$ cat src/rtl/bank_track_pkg.sv
`timescale 1ns/1ps
package bank_track_pkg;
  typedef enum logic [2:0] {
    CMD_NOP = 3'd0,
    CMD_ACT = 3'd1,
    CMD_RD  = 3'd2,
    CMD_WR  = 3'd3,
    CMD_PRE = 3'd4
  } cmd_e;

  typedef enum logic [1:0] {
    BK_IDLE    = 2'd0,
    BK_OPEN    = 2'd1,
    BK_CLOSING = 2'd2
  } bank_st_e;

  // strobes from control to datapath, one set per bank
  typedef struct packed {
    logic act;
    logic col;
    logic apStart;
    logic pre;
  } bank_strb_t;

  // window-expired flags from datapath to control, one set per bank
  typedef struct packed {
    logic rcd;
    logic ras;
    logic rp;
    logic rc;
    logic burst;
  } bank_rdy_t;
endpackage

$ cat src/rtl/bank_down_counter.sv
`timescale 1ns/1ps
module bank_down_counter #(
  parameter int CNT_W = 6
) (
  input  logic             clk,
  input  logic             rstN,
  input  logic             load,
  input  logic [CNT_W-1:0] limit,
  output logic             done
);
  logic [CNT_W-1:0] cnt;

  // a limit of N lets the dependent command go N cycles after the load
  always_ff @(posedge clk) begin
    if (!rstN) begin
      cnt <= '0;
    end else if (load) begin
      cnt <= (limit == '0) ? '0 : limit - 1'b1;
    end else if (cnt != '0) begin
      cnt <= cnt - 1'b1;
    end
  end

  assign done = (cnt == '0);
endmodule

$ cat src/rtl/bank_track_timers.sv
`timescale 1ns/1ps
module bank_track_timers
  import bank_track_pkg::*;
#(
  parameter int NB    = 4,
  parameter int ROW_W = 13,
  parameter int CNT_W = 6
) (
  input  logic                       clk,
  input  logic                       rstN,
  input  logic [CNT_W-1:0]           cfgTrcd,
  input  logic [CNT_W-1:0]           cfgTras,
  input  logic [CNT_W-1:0]           cfgTrp,
  input  logic [CNT_W-1:0]           cfgTrc,
  input  logic [CNT_W-1:0]           cfgTburst,
  input  logic [ROW_W-1:0]           actRow,
  input  bank_strb_t [NB-1:0]        strb,
  output bank_rdy_t  [NB-1:0]        rdy,
  output logic [NB-1:0][ROW_W-1:0]   openRow
);
  logic [NB-1:0] actVec;

  always_ff @(posedge clk) begin
    if (!rstN) begin
      openRow <= '0;
    end else begin
      for (int b = 0; b < NB; b++) begin
        if (strb[b].act) openRow[b] <= actRow;
      end
    end
  end

  for (genvar b = 0; b < NB; b++) begin : g_bank
    logic rcdDone, rasDone, rpDone, rcDone, burstDone;

    assign actVec[b] = strb[b].act;

    bank_down_counter #(.CNT_W(CNT_W)) i_rcd (
      .clk(clk), .rstN(rstN), .load(strb[b].act), .limit(cfgTrcd), .done(rcdDone));
    bank_down_counter #(.CNT_W(CNT_W)) i_ras (
      .clk(clk), .rstN(rstN), .load(strb[b].act), .limit(cfgTras), .done(rasDone));
    bank_down_counter #(.CNT_W(CNT_W)) i_rc (
      .clk(clk), .rstN(rstN), .load(strb[b].act), .limit(cfgTrc), .done(rcDone));
    bank_down_counter #(.CNT_W(CNT_W)) i_rp (
      .clk(clk), .rstN(rstN), .load(strb[b].pre), .limit(cfgTrp), .done(rpDone));
    bank_down_counter #(.CNT_W(CNT_W)) i_burst (
      .clk(clk), .rstN(rstN), .load(strb[b].apStart), .limit(cfgTburst), .done(burstDone));

    assign rdy[b] = {rcdDone, rasDone, rpDone, rcDone, burstDone};

    AST_COL_AFTER_RCD: assert property (@(posedge clk) disable iff (!rstN)
      strb[b].col |-> rcdDone);
    AST_PRE_AFTER_RAS: assert property (@(posedge clk) disable iff (!rstN)
      strb[b].pre |-> rasDone);
    AST_ACT_AFTER_RP_RC: assert property (@(posedge clk) disable iff (!rstN)
      strb[b].act |-> (rpDone && rcDone));
    AST_ROW_HELD: assert property (@(posedge clk) disable iff (!rstN)
      !strb[b].act |=> $stable(openRow[b]));
  end

  AST_ONE_ACT: assert property (@(posedge clk) disable iff (!rstN)
    $onehot0(actVec));
endmodule

$ cat src/rtl/bank_track_ctrl.sv
`timescale 1ns/1ps
module bank_track_ctrl
  import bank_track_pkg::*;
#(
  parameter int NB   = 4,
  parameter int BA_W = 2
) (
  input  logic                clk,
  input  logic                rstN,
  input  logic [2:0]          cmd,
  input  logic [BA_W-1:0]     cmdBank,
  input  logic                cmdAp,
  input  bank_rdy_t [NB-1:0]  rdy,
  output bank_strb_t [NB-1:0] strb,
  output logic                cmdAccept,
  output logic                cmdStall,
  output logic [NB-1:0]       bankOpen,
  output logic                violation
);
  bank_st_e  bankSt  [NB];
  bank_st_e  bankNxt [NB];
  bank_st_e  selSt;
  bank_rdy_t selRdy;
  logic      isCmd, illegal;
  logic [NB-1:0] autoFire;

  always_comb begin
    selSt     = bankSt[cmdBank];
    selRdy    = rdy[cmdBank];
    isCmd     = 1'b0;
    cmdAccept = 1'b0;
    illegal   = 1'b0;
    case (cmd)
      CMD_ACT: begin
        isCmd     = 1'b1;
        cmdAccept = (selSt == BK_IDLE) && selRdy.rp && selRdy.rc;
        illegal   = (selSt == BK_OPEN);
      end
      CMD_RD, CMD_WR: begin
        isCmd     = 1'b1;
        cmdAccept = (selSt == BK_OPEN) && selRdy.rcd;
        illegal   = (selSt != BK_OPEN);
      end
      CMD_PRE: begin
        isCmd     = 1'b1;
        cmdAccept = (selSt != BK_OPEN) || selRdy.ras;
      end
      default: ;
    endcase
    cmdStall = isCmd && !cmdAccept;
  end

  always_comb begin
    for (int b = 0; b < NB; b++) begin
      logic hit;
      hit = (cmdBank == BA_W'(b));
      autoFire[b]       = (bankSt[b] == BK_CLOSING) && rdy[b].ras && rdy[b].burst;
      strb[b].act       = cmdAccept && hit && (cmd == CMD_ACT);
      strb[b].col       = cmdAccept && hit && ((cmd == CMD_RD) || (cmd == CMD_WR));
      strb[b].apStart   = strb[b].col && cmdAp;
      strb[b].pre       = (cmdAccept && hit && (cmd == CMD_PRE) && (bankSt[b] == BK_OPEN))
                          || autoFire[b];
      bankNxt[b] = bankSt[b];
      if (strb[b].act)          bankNxt[b] = BK_OPEN;
      else if (strb[b].apStart) bankNxt[b] = BK_CLOSING;
      else if (strb[b].pre)     bankNxt[b] = BK_IDLE;
      bankOpen[b] = (bankSt[b] == BK_OPEN);
    end
  end

  always_ff @(posedge clk) begin
    if (!rstN) begin
      for (int b = 0; b < NB; b++) bankSt[b] <= BK_IDLE;
      violation <= 1'b0;
    end else begin
      for (int b = 0; b < NB; b++) bankSt[b] <= bankNxt[b];
      if (illegal) violation <= 1'b1;
    end
  end

  AST_VIOL_STICKY: assert property (@(posedge clk) disable iff (!rstN)
    violation |=> violation);
  AST_NOP_QUIET: assert property (@(posedge clk) disable iff (!rstN)
    (cmd == CMD_NOP) |=> $stable(bankOpen));

  for (genvar b = 0; b < NB; b++) begin : g_chk
    AST_OPEN_FROM_ACT: assert property (@(posedge clk) disable iff (!rstN)
      $rose(bankOpen[b]) |-> ($past(cmd) == CMD_ACT && $past(cmdBank) == BA_W'(b)));
    AST_CLOSED_AFTER_PRE: assert property (@(posedge clk) disable iff (!rstN)
      strb[b].pre |=> !bankOpen[b]);
  end
endmodule

$ cat src/rtl/bank_timing_tracker.sv
`timescale 1ns/1ps
module bank_timing_tracker
  import bank_track_pkg::*;
#(
  parameter int NB     = 4,
  parameter int ROW_W  = 13,
  parameter int CNT_W  = 6,
  parameter int AP_BIT = 10,
  localparam int BA_W  = $clog2(NB)
) (
  input  logic                clk,
  input  logic                rstN,
  input  logic [2:0]          cmd,
  input  logic [BA_W-1:0]     cmdBank,
  input  logic [ROW_W-1:0]    cmdAddr,
  input  logic [CNT_W-1:0]    cfgTrcd,
  input  logic [CNT_W-1:0]    cfgTras,
  input  logic [CNT_W-1:0]    cfgTrp,
  input  logic [CNT_W-1:0]    cfgTrc,
  input  logic [CNT_W-1:0]    cfgTburst,
  output logic                cmdAccept,
  output logic                cmdStall,
  output logic [NB-1:0]       bankOpen,
  output logic [NB*ROW_W-1:0] openRows,
  output logic                violation
);
  bank_strb_t [NB-1:0]      strb;
  bank_rdy_t  [NB-1:0]      rdy;
  logic [NB-1:0][ROW_W-1:0] openRowArr;

  bank_track_ctrl #(.NB(NB), .BA_W(BA_W)) i_ctrl (
    .clk(clk), .rstN(rstN), .cmd(cmd), .cmdBank(cmdBank),
    .cmdAp(cmdAddr[AP_BIT]), .rdy(rdy), .strb(strb),
    .cmdAccept(cmdAccept), .cmdStall(cmdStall),
    .bankOpen(bankOpen), .violation(violation));

  bank_track_timers #(.NB(NB), .ROW_W(ROW_W), .CNT_W(CNT_W)) i_timers (
    .clk(clk), .rstN(rstN),
    .cfgTrcd(cfgTrcd), .cfgTras(cfgTras), .cfgTrp(cfgTrp),
    .cfgTrc(cfgTrc), .cfgTburst(cfgTburst),
    .actRow(cmdAddr), .strb(strb), .rdy(rdy), .openRow(openRowArr));

  assign openRows = openRowArr;
endmodule

$ cat config.mk
export PLATFORM = sky130hd
export DESIGN_NAME = bank_timing_tracker
export DESIGN_NICKNAME = d
export VERILOG_FILES = /design/src/rtl/bank_track_pkg.sv /design/src/rtl/bank_down_counter.sv /design/src/rtl/bank_track_timers.sv /design/src/rtl/bank_track_ctrl.sv /design/src/rtl/bank_timing_tracker.sv
export SDC_FILE = /design/constraint.sdc
export NUM_CORES = 1
export LEC_CHECK = 0
export ABC_AREA = 0
export BUFFER_PORTS_ARGS = -buffer_cell sky130_fd_sc_hd__buf_2
export CORE_AREA = 2 2 151 153
export CTS_BUF_LIST = sky130_fd_sc_hd__clkbuf_4 sky130_fd_sc_hd__clkbuf_8
export DETAILED_ROUTE_END_ITERATION = 8
export DIE_AREA = 0 0 153 155
export PLACE_DENSITY = 0.79
export SKIP_CTS_REPAIR_TIMING = 1
export SYNTH_ARGS = -nofsm -noshare
export SYNTH_HDL_FRONTEND = slang
export SYNTH_HIERARCHICAL = 1
export SYNTH_SLANG_ARGS = --single-unit
$ cat constraint.sdc
create_clock -name clk -period 3.5 [get_ports clk]
set_clock_uncertainty 0.15 [all_clocks]
set_input_delay 0.525 -clock clk [delete_from_list [all_inputs] [get_ports clk]]
set_output_delay 0.525 -clock clk [all_outputs]
set_load 0.03 [all_outputs]
### Word level (Yosys, flattened, before mapping)

Memories as Yosys holds them, arrays and structs flattened.
Cells that the tools add are included.

| storage, ports and cells | value |
|---|---|
| input bits | 50 |
| memories kept | 1 |
| bits in latches | 0 |
| ROM bits | 0 |
| word-level logic and storage cells | 253 |
| flip-flop bits (word level) | 173 |
| output and inout port bits | 59 |
| RAM bits | 8 |

| operators by class | value |
|---|---|
| multiply operators | 0 |
| magnitude comparators | 1 |
| shift operators | 0 |
| multiplexer cells | 68 |
| add/sub/neg operators | 25 |
| div/mod/pow operators | 0 |
| reductions and logical operators | 112 |
| eq/ne operators | 17 |
| bitwise gates (word level) | 4 |

Memory list:

| name | words | width | read ports | clocked after memory_dff | write ports | line | source |
|---|---|---|---|---|---|---|---|
| i_ctrl.bankSt | 4 | 2 | 5 | 0 | 4 | bank_track_ctrl.sv:20 | `bank_st_e bankSt [NB];` |

Operator list:

| cell | count |
|---|---|
| $mux W6 | 45 |
| $logic_not A6 Y1 | 25 |
| $sub A6 B1 Y6 const B | 25 |
| $reduce_bool A6 Y1 | 20 |
| $reduce_bool A2 Y1 | 20 |
| $logic_and A1 B1 Y1 | 36 |
| $mux W2 | 16 |
| $eq A2 B1 Y1 const B | 6 |
| $eq A2 B2 Y1 const B | 6 |
| $bmux W5 S2 | 1 |
| $eq A3 B2 Y1 const B | 2 |
| $logic_or A1 B1 Y1 | 6 |
| $mux W5 | 1 |
| $logic_not A2 Y1 | 2 |
| $or A1 B1 Y1 | 4 |
| $reduce_or A4 Y1 | 1 |
| $eq A3 B1 Y1 const B | 1 |
| $eq A3 B3 Y1 const B | 1 |
| $lt A2 B3 Y1 const B | 1 |
| $mux W1 | 3 |
| $pmux W1 S3 | 1 |
| $ne A2 B1 Y1 const B | 1 |
| $pmux W1 S2 | 1 |
| $reduce_or A2 Y1 | 1 |
| $logic_not A1 Y1 | 1 |

### Depth between registers and ports, before layout

Gate-level depths: netlist (run 1).

| depth | value |
|---|---|
| word-level depth | 14 |
| gate-level depth with buffers | 15 |
| mapped depth without buffers | 13 |

### By module

Netlist (run 1), hierarchy kept.

Modules (own cells, without submodules):

| module | times used | sequential area each (µm²) | cells each | area each (µm²) |
|---|---|---|---|---|
| bank_down_counter | 20 | 120.1 | 50 | 470.5 |
| bank_track_timers | 1 | 1,041.0 | 189 | 2,180.8 |
| bank_track_ctrl | 1 | 180.2 | 103 | 872.1 |

### Worst setup path after synthesis (run 1)

Ideal clock, no wire load.

| timing | value |
|---|---|
| kind | in2reg |
| start point | input port cmdBank[1] |
| end point | register i_timers.g_bank[0].i_ras.cnt[5] |
| arrival time | 3.613 ns |
| setup slack | -0.357 ns |
| data required time | 3.256 ns |
| stages | 11 |
| path buffers | 1 |
| cells stage by stage | mux4_2 nand4b_1 o221a_4 inv_2 buf_6 nand2_1 nor2_1 nor3b_1 a21bo_2 or2_1 o32ai_1 |

RTL lines:

| what | line | source |
|---|---|---|
| from (decl) | bank_timing_tracker.sv:14 | `input logic [BA_W-1:0] cmdBank,` |
| to (signal assigned) | bank_down_counter.sv:18 | `cnt <= (limit == '0) ? '0 : limit - 1'b1;` |
| to (signal assigned) | bank_down_counter.sv:20 | `cnt <= cnt - 1'b1;` |
| to (decl) | bank_down_counter.sv:11 | `logic [CNT_W-1:0] cnt;` |

==> impl_metrics.json, run 1 <==
{
  "drc_errors": 0,
  "final_max_slew_viol_count": 0,
  "grt_util_all_layers_pct": 21.9,
  "avgRoutedWirePerCell_um": 15.2,
  "post_synthesis_average_cell_area_um2": 9.66,
  "wl_um": 25900,
  "place.port_buffers": 108,
  "place.gp.congestion": 0.864,
  "cellPowerDensity_mw_per_mm2": 670,
  "path_max_fanout": 6,
  "numCtsBuffers": 17,
  "flow.area_growth_from_synthesis_pct": 10.2,
  "most_common_library_cell_in_the_layout_ignoring_fill_and_taps": "sky130_fd_sc_hd__dfxtp_1",
  "grt_start_max_net_pins": 83,
  "vdd_drop_max_v": 0.000431,
  "min-delay-path-class": "in -> reg",
  "r2r_cells": 13,
  "global_route.overflow_total": 0,
  "tightestPinTransition_ns": 0.799,
  "timing.critical_path.required_ns": 2.82,
  "final.fill_count": 1871,
  "worst_skew_pair.late_latency_ns": 0.49,
  "first_global_vias": 9309,
  "timing_hold_violations_final": 0,
  "netlist_instances": 1288,
  "num_rows": 55,
  "die_h_um": 155,
  "route.vias.total": 9538,
  "drive_above_1_share_pct": 26.3,
  "cts_tree": "yes",
  "final_nets": 1539,
  "synth_area_mm2": 0.0124,
  "drt-pass1-iter-count": 5,
  "setup.worst_path.start_class": "flip-flop",
  "grt_pass1_wl_um": 43600,
  "core_mm2": 0.0222,
  "fin_crit_sh_pct": 96.0,
  "cap_viol_max_count": 0,
  "drt_iter0_markers": 430,
  "worst_hold_depth": 3,
  "setup.worst_path.class": "reg -> out",
  "worst_slew_margin_rel_pct": 46.6,
  "setup_repair_after_global_routing_missed_its_margin": "false",
  "setup-tns-final_ns": 0,
  "initial_core_util_pct": 56.0,
  "tritoncts_num_sinks": 181,
  "floorplan.die_area_mm2": 0.0237,
  "fin_cells": 1707,
  "antenna_violating_nets_post_route": 0,
  "cts_max_path_buffers": 2,
  "top_level_ports": 109,
  "grt_antenna_before_repair": 0,
  "maximum_clock_rate_ghz": 0.298,
  "final_cell_area_mm2": 0.0137,
  "placedInstanceArea_mm2": 0.0133,
  "run_status": "completed",
  "finalSetupViolations": 0,
  "die_w_um": 153,
  "ctsRootBufferMaster": "sky130_fd_sc_hd__clkbuf_8",
  "insertedDiodeCount": 0,
  "worst_setup_path_end_kind": "output pin",
  "synthesis.nets": 1418,
  "crit_arrival_ns": 2.69,
  "dp.final_hpwl_um": 19400,
  "min_period_ns": 3.36,
  "placed_cells_incl_taps": 1675,
  "cts.htree.levels": 4,
  "post-layout-total-power_w": 0.00920,
  "clk_transition_reported_paths_ns": 0.12,
  "layout.cells.most_common_list": "176 x sky130_fd_sc_hd__dfxtp_1, 140 x sky130_fd_sc_hd__xnor2_1, 106 x sky130_fd_sc_hd__buf_2",
  "cellLeakagePower_nw": 5.18,
  "vias_per_cell": 5.59,
  "ys.warnings.count": 6
}
-- power by group --
part           switching [W]  total, W  internal [W]
clock network       0.000951   0.00153      0.000578
logic                0.00216   0.00464       0.00248
registers           0.000445   0.00303       0.00258
total                0.00355   0.00920       0.00564
-- critical path, stage by stage, from the launching register on --
cell and delay, ns:
sky130_fd_sc_hd__dfxtp_1 0.37, sky130_fd_sc_hd__inv_1 0.10, sky130_fd_sc_hd__ha_1 0.21, sky130_fd_sc_hd__and3b_1 0.20
sky130_fd_sc_hd__mux4_2 0.47, sky130_fd_sc_hd__nor3b_2 0.19, sky130_fd_sc_hd__o221a_4 0.20, sky130_fd_sc_hd__buf_4 0.15
sky130_fd_sc_hd__o21a_1 0.13, sky130_fd_sc_hd__buf_4 0.17
-- per-stage QoR --
stage	utilization (%)	worst slack, ns	hold slack [ns]
after global placement	59.7	0.168	0.310
after CTS	61.7	0.0437	0.155
after global routing	61.7	0.00693	0.156
after floorplan	-	0.0401	0.317
after detailed placement	59.7	0.122	0.320
final	61.7	0.139	0.181
-- final timing paths --
check	startpoint	slack (ns)	end
hold reg to reg	i_ctrl/violation	0.35	i_ctrl/violation
setup / recovery	i_timers/g_bank[2].i_ras/cnt[0]	0.14	cmdStall
hold / removal	cmdAddr[2]	0.18	i_timers/openRow[41]
setup reg to reg	i_timers/g_bank[2].i_ras/cnt[0]	0.23	i_timers/g_bank[1].i_rcd/cnt[1]
-- flip-flops by register name, indices dropped and copies added (netlist names) --
| register | count |
|---|---|
| i_timers/openRow | 52 |
| i_timers/g_bank.i_ras/cnt | 24 |
| i_timers/g_bank.i_rp/cnt | 24 |
| i_timers/g_bank.i_rcd/cnt | 24 |
| i_timers/g_bank.i_rc/cnt | 24 |
| i_ctrl/bankSt | 8 |
| i_ctrl/violation | 1 |
| i_timers/g_bank.i_burst/cnt | 24 |
-- final cells by class --
cell class | instances | area, µm² | area share, %
well taps | 285 | 357 | 2.60
multi-input cells | 983 | 8190 | 59.7
inverters | 88 | 334 | 2.43
flip-flops and latches | 181 | 3630 | 26.5
repair buffers | 138 | 771 | 5.62
clock inverters | 15 | 211 | 1.54
clock buffers | 17 | 234 | 1.71
-- routing by layer --
metal | vias to the layer above | share of wire, % | wire length, µm | global-route usage (%)
li1 | 4796 | - | - | -
met1 | 4547 | 46 | 12000 | 27.9
met2 | 175 | 49 | 12700 | 38.4
met3 | 20 | 3.9 | 1000 | 3.96
met4 | 0 | 1.1 | 274 | 5.60
met5 | - | 0 | 0 | 0
Power figures use the tool's default switching activity.
==> run 2: changes to the inputs <==
--- a/config.mk
+++ b/config.mk
@@ -7,10 +7,10 @@
 export LEC_CHECK = 0
 export ABC_AREA = 0
 export BUFFER_PORTS_ARGS = -buffer_cell sky130_fd_sc_hd__buf_2
-export CORE_AREA = 2 2 151 153
+export CORE_AREA = 5 5 154 156
 export CTS_BUF_LIST = sky130_fd_sc_hd__clkbuf_4 sky130_fd_sc_hd__clkbuf_8
 export DETAILED_ROUTE_END_ITERATION = 8
-export DIE_AREA = 0 0 153 155
+export DIE_AREA = 0 0 159 161
 export PLACE_DENSITY = 0.79
 export SKIP_CTS_REPAIR_TIMING = 1
 export SYNTH_ARGS = -nofsm -noshare
==> run 2 against run 1 <==
  * Flip-flop and latch count unchanged
  * Largest cell class unchanged
  * Sequential power about the same
  * Worst hold slack got worse by 0.0030 ns
  * Final cell count about the same
  * Sequential share of layout area decreased by 0.080 points
  * Cell area increased by 0.16%
  * Largest power group unchanged
  * Global-route usage decreased by 1.2 points
==> impl_metrics.json, run 2 (same netlist as run 1, synthesis figures left out) <==
{
  "cp_cell_sequence": "inv_1, ha_1, and3b_1, mux4_2, nor3b_2, o221a_4, o21a_1, clkbuf_4",
  "worst_setup_path_end_kind": "output pin",
  "min-delay-path-class": "in -> reg",
  "crit_arrival_ns": 2.72,
  "most_common_library_cell_in_the_layout_ignoring_fill_and_taps": "sky130_fd_sc_hd__dfxtp_1",
  "layout.cells.most_common_list": "180 x sky130_fd_sc_hd__dfxtp_1, 140 x sky130_fd_sc_hd__xnor2_1, 106 x sky130_fd_sc_hd__buf_2",
  "timing.critical_path.required_ns": 2.82,
  "numCtsBuffers": 17,
  "setup_repair_after_global_routing_missed_its_margin": "false",
  "vias_per_cell": 5.63,
  "antenna_violating_nets_post_route": 0,
  "worstHoldEndpoint": "i_timers/openRow[29]",
  "top_level_ports": 109,
  "drt_iter0_markers": 570,
  "clk_transition_reported_paths_ns": 0.13,
  "multi_input_comb_area_mm2": 0.00820,
  "tritoncts_num_sinks": 181,
  "run_status": "completed",
  "core_mm2": 0.0222,
  "preCtsSetupSlack_ns": -0.0747,
  "min-delay-start": "cmdAddr[3]",
  "critPathMaxStageDelay_ns": 0.47,
  "cellPowerDensity_mw_per_mm2": 671,
  "final_max_slew_viol_count": 0,
  "grt_util_all_layers_pct": 20.7,
  "place.port_buffers": 108,
  "final_nets": 1540,
  "worst_skew_pair.late_latency_ns": 0.49,
  "number_of_flip_flops_in_the_largest_register": 52,
  "timing_hold_violations_final": 0,
  "initial_core_util_pct": 56.0,
  "cap_viol_max_count": 0,
  "route.vias.total": 9617,
  "worst_hold_depth": 3,
  "crit_family": "multiplexers",
  "dp.final_hpwl_um": 19600,
  "die_w_um": 159,
  "wl_um": 26900,
  "worstReg2RegStart": "i_timers/g_bank[0].i_ras/cnt[0]",
  "registers.top_by_ff_count": "i_timers/openRow",
  "setup.worst_path.start_class": "flip-flop",
  "place.gp.congestion": 0.847,
  "cts.htree.levels": 4,
  "fin_crit_sh_pct": 97.0,
  "vdd_drop_max_v": 0.000424,
  "path_max_fanout": 6,
  "ctsRootBufferMaster": "sky130_fd_sc_hd__clkbuf_8",
  "setup_slack_of_the_critical_path_after_layout_ns": 0.106,
  "drc_errors": 0,
  "drt-pass1-iter-count": 5,
  "flow.area_growth_from_synthesis_pct": 10.4,
  "worst_slew_margin_rel_pct": 46.1,
  "global_route.overflow_total": 0,
  "grt_antenna_before_repair": 1,
  "cellLeakagePower_nw": 5.19,
  "cts_tree": "yes",
  "floorplan.die_area_mm2": 0.0256,
  "final.fill_count": 1821,
  "r2r_end": "i_timers/openRow[24]",
  "grt_pass1_wl_um": 45500,
  "first_global_vias": 9452,
  "maximum_clock_rate_ghz": 0.295,
  "ff_to_ff_setup_slack_ns": 0.13,
  "min_period_ns": 3.39,
  "setup-tns-final_ns": 0,
  "ff_latch_area_mm2": 0.00362,
  "r2r_cells": 13,
  "critical-path-slowest-cell": "sky130_fd_sc_hd__mux4_2",
  "tightestPinTransition_ns": 0.808,
  "setup.worst_path.class": "reg -> out",
  "post-route-util_pct": 61.8,
  "die_h_um": 161,
  "cp.buffers_inverters": 2,
  "cts_max_path_buffers": 2,
  "avgRoutedWirePerCell_um": 15.8,
  "drive_above_1_share_pct": 26.2,
  "num_rows": 55,
  "finalSetupViolations": 0,
  "insertedDiodeCount": 0,
  "grt_start_max_net_pins": 81
}
==> run 2: cell count changes in the layout (fill, tap and decap cells not counted), sizes merged <==
cell      change
inv           -4
clkinv        +4
clkbuf        +1
clkinvlp      +1
buf           -1
==> run 2: how the worst max path moves through the flow <==
stage | startpoint | endpoint | slack (ns) | cells after the start
floorplan | cmdBank[1] | i_timers/g_bank[0].i_ras/cnt[5] | 0.04 | 11
global placement | cmdBank[0] | i_timers/g_bank[1].i_rc/cnt[5] | 0.07 | 11
global route | i_timers/g_bank[2].i_rc/cnt[2] | i_timers/g_bank[0].i_rc/cnt[5] | 0.02 | 12
finish | i_timers/g_bank[0].i_ras/cnt[0] | cmdStall | 0.11 | 8
detailed placement | cmdBank[0] | i_timers/g_bank[1].i_rc/cnt[5] | -0.07 | 11
CTS | i_timers/g_bank[2].i_ras/cnt[0] | i_timers/g_bank[1].i_rc/cnt[5] | 0.004 | 13
==> run 2: through the flow <==
| stage | std cells | total power, W | hold WS (ns) | area [µm²] |
|---|---|---|---|---|
| global placement | 1673 | 0.00753 | 0.299 | 13200 |
| CTS | 1705 | 0.00926 | 0.151 | 13700 |
| global route | 1708 | 0.00997 | 0.159 | 13700 |
| finish | 1708 | 0.00922 | 0.178 | 13700 |
| floorplan | 1288 | 0.00695 | 0.317 | 12500 |
| detailed placement | 1673 | 0.00766 | 0.308 | 13200 |
==> run 2: tightest hold or removal path, stage by stage <==
cell                      delay [ns]
sky130_fd_sc_hd__buf_2          0.11
sky130_fd_sc_hd__mux2i_1        0.07
sky130_fd_sc_hd__nor2b_1        0.09
==> run 2: area by class of cell <==
type | count | area share [%]
sequential | 181 | 26.4
multi-input combinational | 983 | 59.6
inverter | 88 | 2.43
clock inverter | 15 | 1.63
clock buffer | 17 | 1.70
timing repair inverter | 1 | 0.0364
tap | 285 | 2.59
timing repair buffer | 138 | 5.61
==> run 2: power by group <==
part	internal (W)	total (W)	switching, W
clock	0.000577	0.00154	0.000958
sequential	0.00258	0.00303	0.000446
combinational	0.00248	0.00466	0.00217
==> run 2: routing by layer <==
layer | GRT usage [%] | part of all wire, % | up-vias
met5 | 0 | 0.026 | -
met4 | 5.70 | 1.5 | 2
met3 | 3.85 | 4.7 | 31
met2 | 35.2 | 48 | 223
met1 | 27.0 | 46 | 4566
li1 | - | - | 4795
==> run 3: changes to the inputs <==
==> constraint.sdc (replaced) <==
create_clock -name clk -period 3.5 [get_ports clk]
set_clock_uncertainty 0.15 [all_clocks]
set_input_delay 0 -clock clk [delete_from_list [all_inputs] [get_ports clk]]
set_output_delay 0 -clock clk [all_outputs]
set_load 0.03 [all_outputs]
==> run 3 against run 2 <==
  * The flow now finishes with violations (negative hold slack)
  * Critical endpoint is now i_timers/g_bank[0].i_rp/cnt[5]
  * Largest power group unchanged
  * Cell area increased by 3.5%
  * Critical path depth increased by 4
  * First-iteration DRC count increased by 6.7%
  * Sequential power about the same
  * Clock power about the same
  * Clock-buffer cell count unchanged
==> impl_metrics.json, run 3 (same netlist as run 1, synthesis figures left out) <==
{
  "finalSetupViolations": 0,
  "route.vias.total": 9766,
  "path_max_fanout": 12,
  "r2r_cells": 12,
  "antenna_violating_nets_post_route": 0,
  "flow.area_growth_from_synthesis_pct": 14.2,
  "dp.final_hpwl_um": 19900,
  "cts_max_path_buffers": 2,
  "timing.critical_path.required_ns": 3.74,
  "run_status": "complete, but fails checks",
  "cts.htree.levels": 4,
  "core_mm2": 0.0222,
  "fin_cells": 1754,
  "final.fill_count": 1790,
  "cellLeakagePower_nw": 5.38,
  "setup.worst_path.class": "reg -> reg",
  "numCtsBuffers": 17,
  "final_max_slew_viol_count": 0,
  "insertedDiodeCount": 0,
  "wl_um": 27900,
  "layout.cells.most_common_list": "181 x sky130_fd_sc_hd__dfxtp_1, 140 x sky130_fd_sc_hd__xnor2_1, 107 x sky130_fd_sc_hd__buf_2",
  "placed_cells_incl_taps": 1667,
  "drc_errors": 0,
  "tightestPinTransition_ns": 0.860,
  "top_level_ports": 109,
  "place.port_buffers": 108,
  "min_period_ns": 3.33,
  "drt-pass1-iter-count": 7,
  "grt_util_all_layers_pct": 20.6,
  "final_nets": 1586,
  "clk_transition_reported_paths_ns": 0.11,
  "r2r_end": "i_timers/g_bank[0].i_rp/cnt[5]",
  "drive_above_1_share_pct": 25.1,
  "grt_antenna_before_repair": 0,
  "die_h_um": 161,
  "tritoncts_num_sinks": 181,
  "cts_tree": "yes",
  "min-delay-start": "cmdBank[1]",
  "ff_latch_area_mm2": 0.00362,
  "most_common_library_cell_in_the_layout_ignoring_fill_and_taps": "sky130_fd_sc_hd__dfxtp_1",
  "floorplan.die_area_mm2": 0.0256,
  "ctsRootBufferMaster": "sky130_fd_sc_hd__clkbuf_8",
  "worst_slew_margin_rel_pct": 42.6,
  "first_global_vias": 9641,
  "setup-tns-final_ns": 0,
  "min-delay-path-class": "in -> reg",
  "vdd_drop_max_v": 0.000427,
  "avgRoutedWirePerCell_um": 15.9,
  "worstReg2RegStart": "i_timers/g_bank[0].i_rp/cnt[2]",
  "setup.worst_path.start_class": "flip-flop",
  "worst_setup_path_end_kind": "flip-flop",
  "multi_input_comb_area_mm2": 0.00821,
  "ff_to_ff_setup_slack_ns": 0.17,
  "crit_arrival_ns": 3.57,
  "worst_skew_pair.late_latency_ns": 0.47,
  "initial_core_util_pct": 56.0,
  "timing_hold_violations_final": 1,
  "setup_repair_after_global_routing_missed_its_margin": "false",
  "num_rows": 55,
  "place.gp.congestion": 0.908,
  "cap_viol_max_count": 0,
  "global_route.overflow_total": 0,
  "vias_per_cell": 5.57,
  "violations": "negative hold slack",
  "maximum_clock_rate_ghz": 0.300,
  "fin_crit_sh_pct": 95.2,
  "registers.top_by_ff_count": "i_timers/openRow",
  "timing.hold.ws_ns": -0.00773,
  "cellPowerDensity_mw_per_mm2": 654,
  "number_of_flip_flops_in_the_largest_register": 52,
  "drt_iter0_markers": 608,
  "worst_hold_depth": 3,
  "die_w_um": 159,
  "grt_start_max_net_pins": 88,
  "worstHoldEndpoint": "i_ctrl/bankSt[0][1]",
  "grt_pass1_wl_um": 45200
}
run 3: cell count changes in the layout (fill, tap and decap cells not counted), sizes merged:
| cell | delta |
|---|---|
| dlygate4sd3 | +52 |
| buf | -5 |
| clkbuf | -1 |
| clkinv | -1 |
| inv | +1 |
run 3: worst max-delay path by stage:
stage / from / to / slack [ns] / cells after the start
6_report: i_timers/g_bank[0].i_rp/cnt[2] / i_timers/g_bank[0].i_rp/cnt[5] / 0.17 / 12
5_1_grt: i_timers/g_bank[3].i_rc/cnt[2] / i_timers/g_bank[0].i_rc/cnt[5] / 0.005 / 12
4_1_cts: i_timers/g_bank[0].i_rp/cnt[2] / i_timers/g_bank[2].i_burst/cnt[5] / 0.13 / 12
3_5_place_dp: i_timers/g_bank[0].i_rp/cnt[2] / i_timers/g_bank[2].i_burst/cnt[5] / 0.16 / 12
3_3_place_gp: i_timers/g_bank[0].i_rp/cnt[2] / i_timers/g_bank[2].i_burst/cnt[5] / 0.29 / 12
2_1_floorplan: i_timers/g_bank[1].i_rc/cnt[2] / i_timers/g_bank[0].i_ras/cnt[5] / 0.08 / 14
run 3: critical path, cell delays in order (launching register included):
cell and delay [ns]:
sky130_fd_sc_hd__dfxtp_1 0.37, sky130_fd_sc_hd__nor3_2 0.31, sky130_fd_sc_hd__and3b_1 0.26, sky130_fd_sc_hd__mux4_2 0.27, sky130_fd_sc_hd__nand4b_1 0.12, sky130_fd_sc_hd__o221a_4 0.33, sky130_fd_sc_hd__inv_2 0.20, sky130_fd_sc_hd__nand2_1 0.18
sky130_fd_sc_hd__o2bb2ai_1 0.38, sky130_fd_sc_hd__nor3b_1 0.12, sky130_fd_sc_hd__a21bo_2 0.26, sky130_fd_sc_hd__or2_1 0.23, sky130_fd_sc_hd__o32ai_1 0.09
run 3: per-stage QoR:
step / utilization (%) / total power, W / hold slack [ns] / cell area [µm²] / setup WS, ns
global route: 64.0 / 0.0100 / 0.00106 / 14200 / 0.00508
finish: 64.0 / 0.00930 / -0.00773 / 14200 / 0.168
CTS: 61.4 / 0.00930 / -0.356 / 13700 / 0.129
detailed placement: 59.4 / 0.00771 / 0.164 / 13200 / 0.158
global placement: 59.4 / 0.00756 / 0.153 / 13200 / 0.294
floorplan: - / 0.00695 / -0.0325 / 12500 / 0.0773
run 3: final cells by class:
| cell class | count | share of cell area, % |
|---|---|---|
| Clock buffer | 17 | 1.65 |
| Clock inverter | 15 | 1.52 |
| Inverter | 88 | 2.35 |
| Multi-Input combinational cell | 983 | 57.7 |
| Sequential cell | 181 | 25.5 |
| Tap cell | 285 | 2.51 |
| Timing Repair Buffer | 184 | 8.75 |
| Timing Repair inverter | 1 | 0.0352 |
run 3: per-layer routing:
layer	track usage, %	up-vias	part of all wire, %
met4	5.85	0	1.8
met1	26.0	4607	45
met2	35.6	247	48
met5	0	-	0
li1	-	4876	-
met3	4.44	36	5.0
run 3: power breakdown:
group / total, W / internal, W / switching, W
clock: 0.00152 / 0.000575 / 0.000944
sequential: 0.00302 / 0.00258 / 0.000442
combinational: 0.00476 / 0.00253 / 0.00223
